**config.mk**
```make
export PLATFORM = sky130hd
export DESIGN_NAME = i2c_tag_streamer
export DESIGN_NICKNAME = d
export VERILOG_FILES = /design/src/rtl/tsb_pkg.sv /design/src/rtl/tsb_tag_seq.sv /design/src/rtl/tsb_packer.sv /design/src/rtl/tsb_wait_timer.sv /design/src/rtl/i2c_tag_streamer.sv
export SDC_FILE = /design/constraint.sdc
export NUM_CORES = 1
export LEC_CHECK = 0
export BUFFER_PORTS_ARGS = -buffer_cell sky130_fd_sc_hd__buf_2
export CELL_PAD_IN_SITES_DETAIL_PLACEMENT = 1
export CELL_PAD_IN_SITES_GLOBAL_PLACEMENT = 2
export CORE_MARGIN = 2
export CORE_UTILIZATION = 34
export DETAILED_ROUTE_END_ITERATION = 6
export PLACE_DENSITY = 0.78
export SLEW_MARGIN = 20
export SYNTH_ARGS = -nofsm -noshare
export SYNTH_HDL_FRONTEND = slang
export SYNTH_SLANG_ARGS = --single-unit
```
**constraint.sdc**
```tcl
create_clock -name clk -period 4.07 [get_ports clk]
set_input_delay 0.407 -clock clk [delete_from_list [all_inputs] [get_ports clk]]
set_output_delay 0.407 -clock clk [all_outputs]
set_load 0.01 [all_outputs]
```
**src/rtl/tsb_pkg.sv**
```systemverilog
// Package: shared tag codes and controller states for the tag stream builder.
// Assumes byte-wide tags and 32-bit output words.
package tsb_pkg;
    localparam logic [7:0] TAG_OPEN      = 8'h81;
    localparam logic [7:0] TAG_WR_MORE   = 8'h82;
    localparam logic [7:0] TAG_WR_FINAL  = 8'h83;
    localparam logic [7:0] TAG_RD_MORE   = 8'h85;
    localparam logic [7:0] TAG_RD_FINAL  = 8'h87;

    typedef enum logic [2:0] {
        ST_IDLE  = 3'd0,
        ST_TAGS  = 3'd1,
        ST_DATA  = 3'd2,
        ST_FLUSH = 3'd3,
        ST_WAIT  = 3'd4
    } tsb_state_e;
endpackage

```
**src/rtl/tsb_tag_seq.sv**
```systemverilog
// Tag sequencer: given the block context, returns the tag byte at a position
// and the number of tag bytes in this block. Purely combinational.
// Assumes idx < cnt whenever the caller uses tag_byte.
module tsb_tag_seq
    import tsb_pkg::*;
(
    input  logic       first,
    input  logic       ten,
    input  logic       rd,
    input  logic       last,
    input  logic [7:0] addr_lo,
    input  logic [7:0] addr_hi,
    input  logic [7:0] len_byte,
    input  logic [2:0] idx,
    output logic [7:0] tag_byte,
    output logic [2:0] tag_cnt
);
    logic [7:0] seq [8];
    logic [7:0] dtag;

    // Select the data tag from direction and last-block flag.
    always_comb begin
        if (rd) dtag = last ? TAG_RD_FINAL : TAG_RD_MORE;
        else    dtag = last ? TAG_WR_FINAL : TAG_WR_MORE;
    end

    // Lay out the tag list for this block.
    always_comb begin
        for (int i = 0; i < 8; i++) seq[i] = 8'h00;
        if (first && ten) begin
            seq[0] = TAG_OPEN; seq[1] = addr_lo; seq[2] = addr_hi;
            seq[3] = dtag;     seq[4] = len_byte;
            tag_cnt = 3'd5;
        end else if (first) begin
            seq[0] = TAG_OPEN; seq[1] = addr_lo;
            seq[2] = dtag;     seq[3] = len_byte;
            tag_cnt = 3'd4;
        end else begin
            seq[0] = dtag; seq[1] = len_byte;
            tag_cnt = 3'd2;
        end
        tag_byte = seq[idx];
    end
endmodule

```
**src/rtl/tsb_packer.sv**
```systemverilog
// Byte packer: collects bytes little-endian into 32-bit words, holding one
// finished word in an output register with valid/ready. A flush request
// emits a partial word with zero upper bytes. Assumes flush is only raised
// when no more bytes are offered for the current block.
module tsb_packer (
    input  logic        clk,
    input  logic        rst_n,
    input  logic        b_valid,
    input  logic [7:0]  b_data,
    output logic        b_ready,
    input  logic        flush,
    output logic        empty,
    output logic        out_valid,
    output logic [31:0] out_data,
    input  logic        out_ready
);
    logic [31:0] acc_q;
    logic [1:0]  cnt_q;
    logic        slot_free;

    assign slot_free = !out_valid || out_ready;
    assign b_ready   = slot_free;
    assign empty     = (cnt_q == 2'd0) && !out_valid;

    // Accumulate bytes and move full or flushed words to the output slot.
    always_ff @(posedge clk) begin
        if (!rst_n) begin
            acc_q     <= '0;
            cnt_q     <= '0;
            out_valid <= 1'b0;
            out_data  <= '0;
        end else begin
            if (out_valid && out_ready) out_valid <= 1'b0;
            if (b_valid && slot_free) begin
                if (cnt_q == 2'd3) begin
                    out_data  <= {b_data, acc_q[23:0]};
                    out_valid <= 1'b1;
                    acc_q     <= '0;
                    cnt_q     <= '0;
                end else begin
                    acc_q[8*cnt_q +: 8] <= b_data;
                    cnt_q <= cnt_q + 2'd1;
                end
            end else if (flush && cnt_q != 2'd0 && slot_free) begin
                out_data  <= acc_q;
                out_valid <= 1'b1;
                acc_q     <= '0;
                cnt_q     <= '0;
            end
        end
    end

    p_stall_hold_r9: assert property (@(posedge clk) disable iff (!rst_n)
        (out_valid && !out_ready) |=> (out_valid && $stable(out_data)));

    p_flush_no_extra_r8: assert property (@(posedge clk) disable iff (!rst_n)
        (flush && empty) |=> !out_valid);
endmodule

```
**src/rtl/tsb_wait_timer.sv**
```systemverilog
// Completion wait timer: counts cycles while run is high and flags hit on
// the cycle the count reaches limit. Clears whenever run is low.
module tsb_wait_timer #(
    parameter int W = 16
) (
    input  logic         clk,
    input  logic         rst_n,
    input  logic         run,
    input  logic [W-1:0] limit,
    output logic         hit
);
    logic [W-1:0] cnt_q;

    assign hit = run && (cnt_q == limit);

    // Count waiting cycles, restart when not waiting.
    always_ff @(posedge clk) begin
        if (!rst_n)      cnt_q <= '0;
        else if (!run)   cnt_q <= '0;
        else if (!hit)   cnt_q <= cnt_q + W'(1);
    end
endmodule

```
**src/rtl/i2c_tag_streamer.sv**
```systemverilog
// I2C tag stream builder top. Accepts a transfer request, splits it into
// blocks of 2**BLK_LOG2 bytes, emits per-block tags (and write payload)
// through the packer, and waits for blk_done between blocks with a timeout.
// Assumes BLK_LOG2 <= 8 and LEN_W > BLK_LOG2.
module i2c_tag_streamer
    import tsb_pkg::*;
#(
    parameter int LEN_W    = 16,
    parameter int BLK_LOG2 = 8,
    parameter int TMO_W    = 16
) (
    input  logic               clk,
    input  logic               rst_n,
    input  logic               req_valid,
    output logic               req_ready,
    input  logic [9:0]         req_addr,
    input  logic               req_rd,
    input  logic               req_ten,
    input  logic [LEN_W-1:0]   req_len,
    input  logic               din_valid,
    input  logic [7:0]         din_byte,
    output logic               din_ready,
    output logic               out_valid,
    output logic [31:0]        out_data,
    input  logic               out_ready,
    output logic [LEN_W:0]     entry_cnt,
    output logic               entry_cnt_valid,
    input  logic               blk_done,
    input  logic [TMO_W-1:0]   tmo_limit,
    output logic               busy,
    output logic               xfer_done,
    output logic               len_err,
    output logic               timeout
);
    localparam int CNT_W     = LEN_W + 1;
    localparam int BLK_BYTES = 1 << BLK_LOG2;

    tsb_state_e           state_q;
    logic [9:0]           addr_q;
    logic                 rd_q, ten_q, first_q;
    logic [LEN_W-1:0]     rem_q;
    logic [2:0]           tidx_q;
    logic [BLK_LOG2:0]    bleft_q;

    logic                 is_last;
    logic [BLK_LOG2:0]    blen;
    logic [7:0]           len_byte, tag_byte;
    logic [2:0]           tag_cnt;
    logic [10:0]          addr_full;
    logic [CNT_W-1:0]     len_ext, nblk_c, entry_c;
    logic                 pk_valid, pk_ready, pk_empty, tmo_hit;
    logic [7:0]           pk_data;

    // Block size and encoded length byte from the remaining count.
    always_comb begin
        is_last  = (rem_q <= LEN_W'(BLK_BYTES));
        blen     = is_last ? rem_q[BLK_LOG2:0] : (BLK_LOG2+1)'(BLK_BYTES);
        len_byte = 8'(blen[BLK_LOG2-1:0]);
    end

    // Entry count for a new request: length plus transmit tag bytes.
    always_comb begin
        len_ext = CNT_W'(req_len);
        nblk_c  = (len_ext + CNT_W'(BLK_BYTES - 1)) >> BLK_LOG2;
        entry_c = len_ext + (nblk_c << 1) + CNT_W'(2);
    end

    assign addr_full = {addr_q, rd_q};

    tsb_tag_seq i_tag_seq (
        .first    (first_q),
        .ten      (ten_q),
        .rd       (rd_q),
        .last     (is_last),
        .addr_lo  (addr_full[7:0]),
        .addr_hi  ({5'b0, addr_full[10:8]}),
        .len_byte (len_byte),
        .idx      (tidx_q),
        .tag_byte (tag_byte),
        .tag_cnt  (tag_cnt)
    );

    // Byte source for the packer: tags, or payload during a write block.
    always_comb begin
        pk_valid = (state_q == ST_TAGS) || (state_q == ST_DATA && din_valid);
        pk_data  = (state_q == ST_DATA) ? din_byte : tag_byte;
    end

    assign din_ready = (state_q == ST_DATA) && pk_ready;
    assign req_ready = (state_q == ST_IDLE);
    assign busy      = (state_q != ST_IDLE);

    tsb_packer i_packer (
        .clk       (clk),
        .rst_n     (rst_n),
        .b_valid   (pk_valid),
        .b_data    (pk_data),
        .b_ready   (pk_ready),
        .flush     (state_q == ST_FLUSH),
        .empty     (pk_empty),
        .out_valid (out_valid),
        .out_data  (out_data),
        .out_ready (out_ready)
    );

    tsb_wait_timer #(.W(TMO_W)) i_timer (
        .clk   (clk),
        .rst_n (rst_n),
        .run   (state_q == ST_WAIT),
        .limit (tmo_limit),
        .hit   (tmo_hit)
    );

    // Transfer sequencing: request, tags, payload, flush, completion wait.
    always_ff @(posedge clk) begin
        if (!rst_n) begin
            state_q         <= ST_IDLE;
            addr_q          <= '0;
            rd_q            <= 1'b0;
            ten_q           <= 1'b0;
            first_q         <= 1'b0;
            rem_q           <= '0;
            tidx_q          <= '0;
            bleft_q         <= '0;
            entry_cnt       <= '0;
            entry_cnt_valid <= 1'b0;
            xfer_done       <= 1'b0;
            len_err         <= 1'b0;
            timeout         <= 1'b0;
        end else begin
            entry_cnt_valid <= 1'b0;
            xfer_done       <= 1'b0;
            len_err         <= 1'b0;
            timeout         <= 1'b0;
            case (state_q)
                ST_IDLE: if (req_valid) begin
                    if (req_len == '0) begin
                        len_err <= 1'b1;
                    end else begin
                        addr_q          <= req_addr;
                        rd_q            <= req_rd;
                        ten_q           <= req_ten;
                        rem_q           <= req_len;
                        first_q         <= 1'b1;
                        tidx_q          <= '0;
                        entry_cnt       <= entry_c;
                        entry_cnt_valid <= 1'b1;
                        state_q         <= ST_TAGS;
                    end
                end
                ST_TAGS: if (pk_ready) begin
                    if (tidx_q == tag_cnt - 3'd1) begin
                        tidx_q  <= '0;
                        bleft_q <= blen;
                        state_q <= rd_q ? ST_FLUSH : ST_DATA;
                    end else begin
                        tidx_q <= tidx_q + 3'd1;
                    end
                end
                ST_DATA: if (din_valid && pk_ready) begin
                    bleft_q <= bleft_q - (BLK_LOG2+1)'(1);
                    if (bleft_q == (BLK_LOG2+1)'(1)) state_q <= ST_FLUSH;
                end
                ST_FLUSH: if (pk_empty) state_q <= ST_WAIT;
                ST_WAIT: begin
                    if (blk_done) begin
                        if (is_last) begin
                            xfer_done <= 1'b1;
                            state_q   <= ST_IDLE;
                        end else begin
                            rem_q   <= rem_q - LEN_W'(blen);
                            first_q <= 1'b0;
                            state_q <= ST_TAGS;
                        end
                    end else if (tmo_hit) begin
                        timeout <= 1'b1;
                        state_q <= ST_IDLE;
                    end
                end
                default: state_q <= ST_IDLE;
            endcase
        end
    end

    p_idle_quiet_r1: assert property (@(posedge clk) disable iff (!rst_n)
        (state_q == ST_IDLE) |-> !out_valid);

    p_zero_len_idle_r2: assert property (@(posedge clk) disable iff (!rst_n)
        len_err |-> (state_q == ST_IDLE && !entry_cnt_valid));

    p_count_at_start_r3: assert property (@(posedge clk) disable iff (!rst_n)
        entry_cnt_valid |-> (state_q == ST_TAGS && first_q && tidx_q == 3'd0));

    p_din_write_only_r7: assert property (@(posedge clk) disable iff (!rst_n)
        din_ready |-> !rd_q);

    p_busy_has_bytes_r6: assert property (@(posedge clk) disable iff (!rst_n)
        busy |-> (rem_q != '0));

    p_done_after_wait_r10: assert property (@(posedge clk) disable iff (!rst_n)
        xfer_done |-> ($past(state_q) == ST_WAIT && $past(blk_done)));

    p_tmo_from_wait_r11: assert property (@(posedge clk) disable iff (!rst_n)
        timeout |-> ($past(state_q) == ST_WAIT && !$past(blk_done)));
endmodule

```
# Word level (Yosys, flattened, before mapping)
# Cells that the tools add are included.
# Widths: inputs -> output; s select.
op_classes:
  eq_ne: 19
  n_mux: 63
  shift: 2
  reduce_logical: 32
  addsub: 10
  n_bitwise: 4
  order_cmp: 2
ops:
  columns: ["cell", "n"]
  rows:
  - ["$mux 32", 7]
  - ["$mux 16", 6]
  - ["$mux 3", 15]
  - ["$mux 8", 5]
  - ["$mux 9", 4]
  - ["$neg 5->34", 1]
  - ["$shift 8x34->32 const A", 1]
  - ["$shiftx 8x34->32", 1]
  - ["$bwmux 32", 1]
  - ["$pmux 16 s2", 1]
  - ["$bmux 8 s3", 1]
  - ["$pmux 9 s2", 1]
  - ["$add 16x10->17", 1]
  - ["$add 16x8->17 const B", 1]
  - ["$add 17x2->17 const B", 1]
  - ["$add 16x1->16 const B", 1]
  - ["$eq 16x16->1", 1]
  - ["$le 16x9->1 const B", 1]
  - ["$logic_not 16->1", 1]
  - ["$sub 16x9->16", 1]
  - ["$mux 1", 15]
  - ["$pmux 3 s5", 1]
  - ["$ne 2x2->1 const B", 6]
  - ["$logic_and 1x1->1", 10]
  - ["other kinds (30)", 48]
word_totals:
  wordCells: 150
  reg_bits: 148
  in_bits: 58

# Longest topological paths before layout
logic_depth:
  ltp_word: 13
  mapped_depth: 14
  depth_no_buf: 14

# Modules after synthesis
# A second synthesis with hierarchy kept.
hier_totals:
  hier_cells: 974
  area_unflattened_um2: 8129.0
by_module_without_submodules:
  columns: ["mod", "instances", "cells_per_inst", "seq_area_each_um2", "area_per_inst_um2"]
  rows:
  - ["i2c_tag_streamer", 1, 536, 1301.2, 4120.2]
  - ["tsb_packer", 1, 259, 1341.3, 2620.0]
  - ["tsb_wait_timer", 1, 109, 320.3, 935.9]
  - ["tsb_tag_seq", 1, 70, 0.0, 452.9]

# Worst setup path before layout
# No wires, ideal clock.
synth_path:
  kind: "input to register"
  from: "in req_len[4]"
  to: "reg entry_cnt[12]"
  path_stages: 12
  setup_time_ns: 0.133
  t_arrival_ns: 3.156
  setup_slack_ns: 0.782
  cell_sequence: "nor4_1 -> a21boi_0 -> xor2_1 -> ha_1 -> ha_1 -> fa_1 -> a211oi_1 -> o21bai_1 -> a211oi_1 -> nor2_1 -> xnor2_1 -> a21oi_1"
synth_via:
  elab_chain_cells: 3
synth_lines:
  columns: ["element", "line", "rtl"]
  rows:
  - ["from (decl)", "i2c_tag_streamer.sv:19", "input logic [LEN_W-1:0] req_len,"]
  - ["$add 16x8->17 / $logic_not 16->1 (equally long branches)", "i2c_tag_streamer.sv:64, i2c_tag_streamer.sv:137", null]
  - ["$add 16x10->17 / $not 1->1 (equally long branches)", null, null]
  - ["$add 17x2->17 / $reduce_and 3->1 (equally long branches)", null, null]
  - ["to (signal assigned)", "i2c_tag_streamer.sv:146", "entry_cnt <= entry_c;"]
  - ["to (decl)", "i2c_tag_streamer.sv:26", "output logic [LEN_W:0] entry_cnt,"]
# Parallel ways exist; a longest one is shown, timed or not.
# A chain may end at the register's enable or synchronous reset.

# Worst setup path in the final report
# Ends and elaborated chain as after synthesis.

==> flow_metrics.py <==
metrics = {
    "status": {
        "status": "finished, final reports clean",
    },
    "worst_setup_path": {
        "reg2reg_depth": 11,
        "arrival_ns": 3.69,
        "crit_start": "req_len[4]",
        "endpoint_kind": "register",
        "critPathMaxFanout": 4,
        "crit_type": "input pin to register",
        "cp_required_ns": 4.38,
        "critical_path.startpoint_type": "input pin",
        "crit-reg2reg-launch": "rem_q[11]",
    },
    "power_and_ir_drop": {
        "power.share.clock_pct": 31.3,
        "ir_worst_vdd_mv": 0.2789,
        "p_seq_share_pct": 34.2,
        "static-leakage-power_uw": 0.003683,
        "switchingPower_uw": 2192,
        "internal_power_uw": 3243,
        "power.share.switching_pct": 40.33,
        "cellPowerDensity_nw_per_um2": 596.9,
        "power.combinational.fraction_pct": 34.5,
    },
    "synth": {
        "syn-mean-instance-area_um2": 7.921,
        "synth_cell_types": 81,
        "synth-main-ff-cell": "sky130_fd_sc_hd__dfxtp_1",
        "number_of_flops_mapped_to_enable_cells_by_yosys": 0,
        "synth.yosys.warnings": 0,
        "syn-num-nets": 1059,
        "postSynthCellCount": 973,
        "async_flop_share_pct": 0,
        "portion_of_the_post_synthesis_area_used_by_sequential_elements_pct": 38.44,
        "postSynthRegisterBits": 148,
        "mappedNetlistArea_um2": 7707,
    },
    "drt": {
        "drtPass1Iterations": 4,
        "drtAntennaViolNets": 0,
        "via_count": 7341,
        "per_cell_via_count_in_the_routed_design": 5.406,
        "number_of_drc_violations_after_detailed_routing_iteration_0": 261,
        "remaining_drc_errors": 0,
        "wire_per_inst_um": 18.01,
        "detail_route.wirelength_um": 24450,
    },
    "sta": {
        "fin_ws_ns": 0.6879,
        "max_slew_margin_pct": 36.52,
        "maxClockFrequency_mhz": 295.7,
        "tightestPinTransition_ns": 0.9466,
        "hold_viol": 0,
        "fin_crit_sh_pct": 83.10,
        "final-setup-viol-count": 0,
        "rsz0062_at_grt": "no",
        "final_max_slew_viol_count": 0,
        "fin_crit_ns": 3.382,
        "final.setup_skew_ns": 0.007197,
        "finalSetupTns_ns": 0,
        "worst_hold_slack_ns": 0.2049,
    },
    "clocking": {
        "cts.sinks": 148,
        "clk-insertion-delay-late_ns": 0.44,
        "cts_tree": "yes",
        "cts_post_setup_buffers_inserted": 0,
        "cts_max_level": 4,
        "clk_path_buf_depth": 2,
        "worst_setup_hold_path_clk_slew_ns": 0.07,
        "post_cts.resized_instances": 0,
        "cts_root_buffer": "sky130_fd_sc_hd__clkbuf_16",
        "cts_buffers": 17,
        "cts_hold_repair.buffers": 0,
    },
    "final_layout": {
        "diodes": 0,
        "postLayoutCoreUtil_pct": 40.59,
        "areaGrowthSynthToFinish_pct": 18.15,
        "filler_free_cell_count_of_the_finished_design": 1358,
        "most-common-layout-cells": "165 x sky130_fd_sc_hd__nand2_1, 148 x sky130_fd_sc_hd__dfxtp_1, 114 x sky130_fd_sc_hd__buf_2",
        "drive_above_1_share_pct": 16.96,
        "layout.cells.most_common": "sky130_fd_sc_hd__nand2_1",
        "layout.nets": 1146,
    },
    "placement": {
        "dpl.hpwl_um": 17570,
        "gpl.final_weighted_congestion": 0.7947,
        "dp_cells": 1326,
        "placement.setup.worst_slack_ns": 0.2592,
        "numPortBuffers": 114,
    },
    "min_path": {
        "min_path_type": "input pin to register",
        "whs_path_depth": 3,
        "min_from": "req_addr[0]",
    },
    "floorplanning": {
        "start_util_pct": 34.36,
        "die_height_um": 154.6,
        "die_width_um": 154.6,
        "core_um2": 22430,
        "die_area_um2": 23890,
        "io_pins": 115,
        "placement_rows": 55,
    },
    "global_route": {
        "first_global_vias": 7488,
        "track_usage_pct": 20.92,
        "grt.overflow.total": 0,
        "grt_antenna_before_repair": 0,
        "grt_max_degree": 46,
        "first_pass_grt_wire_length_um": 39860,
    },
    "run": {
        "max_cap_viol_count": 0,
    },
}
-- path summary, 6_finish.rpt --
path                               end  slack [ns]
setup / recovery         entry_cnt[12]        0.69
hold / removal               addr_q[0]        0.20
setup reg to reg             rem_q[14]        0.96
hold reg to reg   i_packer.out_data[4]        0.45
-- flip-flops by register name (all words and copies together), names as in the netlist, 2 cells and up --
name               count
tidx_q                 3
i_packer.cnt_q         2
rem_q                 16
entry_cnt             17
state_q                3
bleft_q                9
i_packer.acc_q        32
addr_q                10
i_timer.cnt_q         16
i_packer.out_data     32
-- power groups by stage --
stage / clock, uW / sequential (uW) / combinational (uW)
floorplan: 0 / 1790 / 1350
global placement: 0 / 1880 / 1860
detailed placement: 0 / 1890 / 1880
CTS: 1740 / 1860 / 1900
global route: 1790 / 1890 / 2090
finish: 1700 / 1860 / 1880
-- cells in the mapped netlist (5+ instances only) --
| cell | n | area (um2) |
|---|---|---|
| sky130_fd_sc_hd__a211oi_1 | 9 | 67.56 |
| sky130_fd_sc_hd__a21oi_1 | 95 | 475.5 |
| sky130_fd_sc_hd__a31oi_1 | 14 | 87.58 |
| sky130_fd_sc_hd__and2_1 | 6 | 37.54 |
| sky130_fd_sc_hd__and3_1 | 25 | 156.4 |
| sky130_fd_sc_hd__clkbuf_1 | 47 | 176.4 |
| sky130_fd_sc_hd__dfxtp_1 | 148 | 2963 |
| sky130_fd_sc_hd__ha_1 | 27 | 337.8 |
| sky130_fd_sc_hd__inv_1 | 19 | 71.32 |
| sky130_fd_sc_hd__nand2_1 | 165 | 619.3 |
| sky130_fd_sc_hd__nand2b_1 | 5 | 31.28 |
| sky130_fd_sc_hd__nand3_1 | 20 | 100.1 |
| sky130_fd_sc_hd__nand3b_1 | 6 | 45.04 |
| sky130_fd_sc_hd__nand4_1 | 15 | 93.84 |
| sky130_fd_sc_hd__nor2_1 | 80 | 300.3 |
| sky130_fd_sc_hd__nor2b_1 | 11 | 68.82 |
| sky130_fd_sc_hd__nor3_1 | 14 | 70.07 |
| sky130_fd_sc_hd__nor4_1 | 15 | 93.84 |
| sky130_fd_sc_hd__o211ai_1 | 10 | 75.07 |
| sky130_fd_sc_hd__o21a_1 | 8 | 60.06 |
| sky130_fd_sc_hd__o21ai_0 | 65 | 325.3 |
| sky130_fd_sc_hd__o22a_1 | 7 | 61.31 |
| sky130_fd_sc_hd__or3_1 | 6 | 37.54 |
| sky130_fd_sc_hd__xnor2_1 | 12 | 105.1 |
| sky130_fd_sc_hd__xor2_1 | 33 | 289.0 |
-- routing by layer --
| layer | GRT usage [%] | wire length, um | up-vias |
|---|---|---|---|
| met3 | 3.446 | 672 | 26 |
| met1 | 27.16 | 11630 | 3556 |
| met2 | 35.91 | 11840 | 108 |
| met4 | 5.952 | 303 | 0 |
| met5 | 0 | 0 | - |
| li1 | - | - | 3651 |
-- per-stage QoR --
stage	total power [uW]	instance area, um2
finish	5436	9106
global route	5778	9106
floorplan	3136	7707
detailed placement	3771	8487
global placement	3747	8487
CTS	5491	9106
-- final cells by class --
class	count	area, um2
Clock inverter	14	180.2
Fill cell	2776	13330
Clock buffer	18	439.2
Sequential cell	148	2963
Inverter	20	75.07
Timing Repair Buffer	131	698.2
Tap cell	285	356.6
Multi-Input combinational cell	742	4394
-- kinds of logic after synthesis --
family,count (synthesis),share of synthesized area (%)
AND/OR/NAND/NOR,394,24.50
AO/OA/AOI/OAI,270,21.93
flip-flops,148,38.44
buffers and inverters,83,4.773
XOR/XNOR,45,5.114
adder cells (fa/ha/maj),28,4.643
multiplexers,4,0.5519
other,1,0.04865
-- worst max-delay path, cell delays in order --
cell,delay [ns]
sky130_fd_sc_hd__buf_2,0.13
sky130_fd_sc_hd__nor4_1,0.49
sky130_fd_sc_hd__a21boi_0,0.31
sky130_fd_sc_hd__xor2_1,0.22
sky130_fd_sc_hd__ha_1,0.30
sky130_fd_sc_hd__ha_1,0.23
sky130_fd_sc_hd__fa_1,0.43
sky130_fd_sc_hd__a211oi_1,0.25
sky130_fd_sc_hd__buf_4,0.15
sky130_fd_sc_hd__o21bai_1,0.10
sky130_fd_sc_hd__a211oi_1,0.31
sky130_fd_sc_hd__nor2_1,0.12
sky130_fd_sc_hd__xnor2_1,0.14
sky130_fd_sc_hd__a21oi_1,0.08
Power figures use the tool's default switching activity.
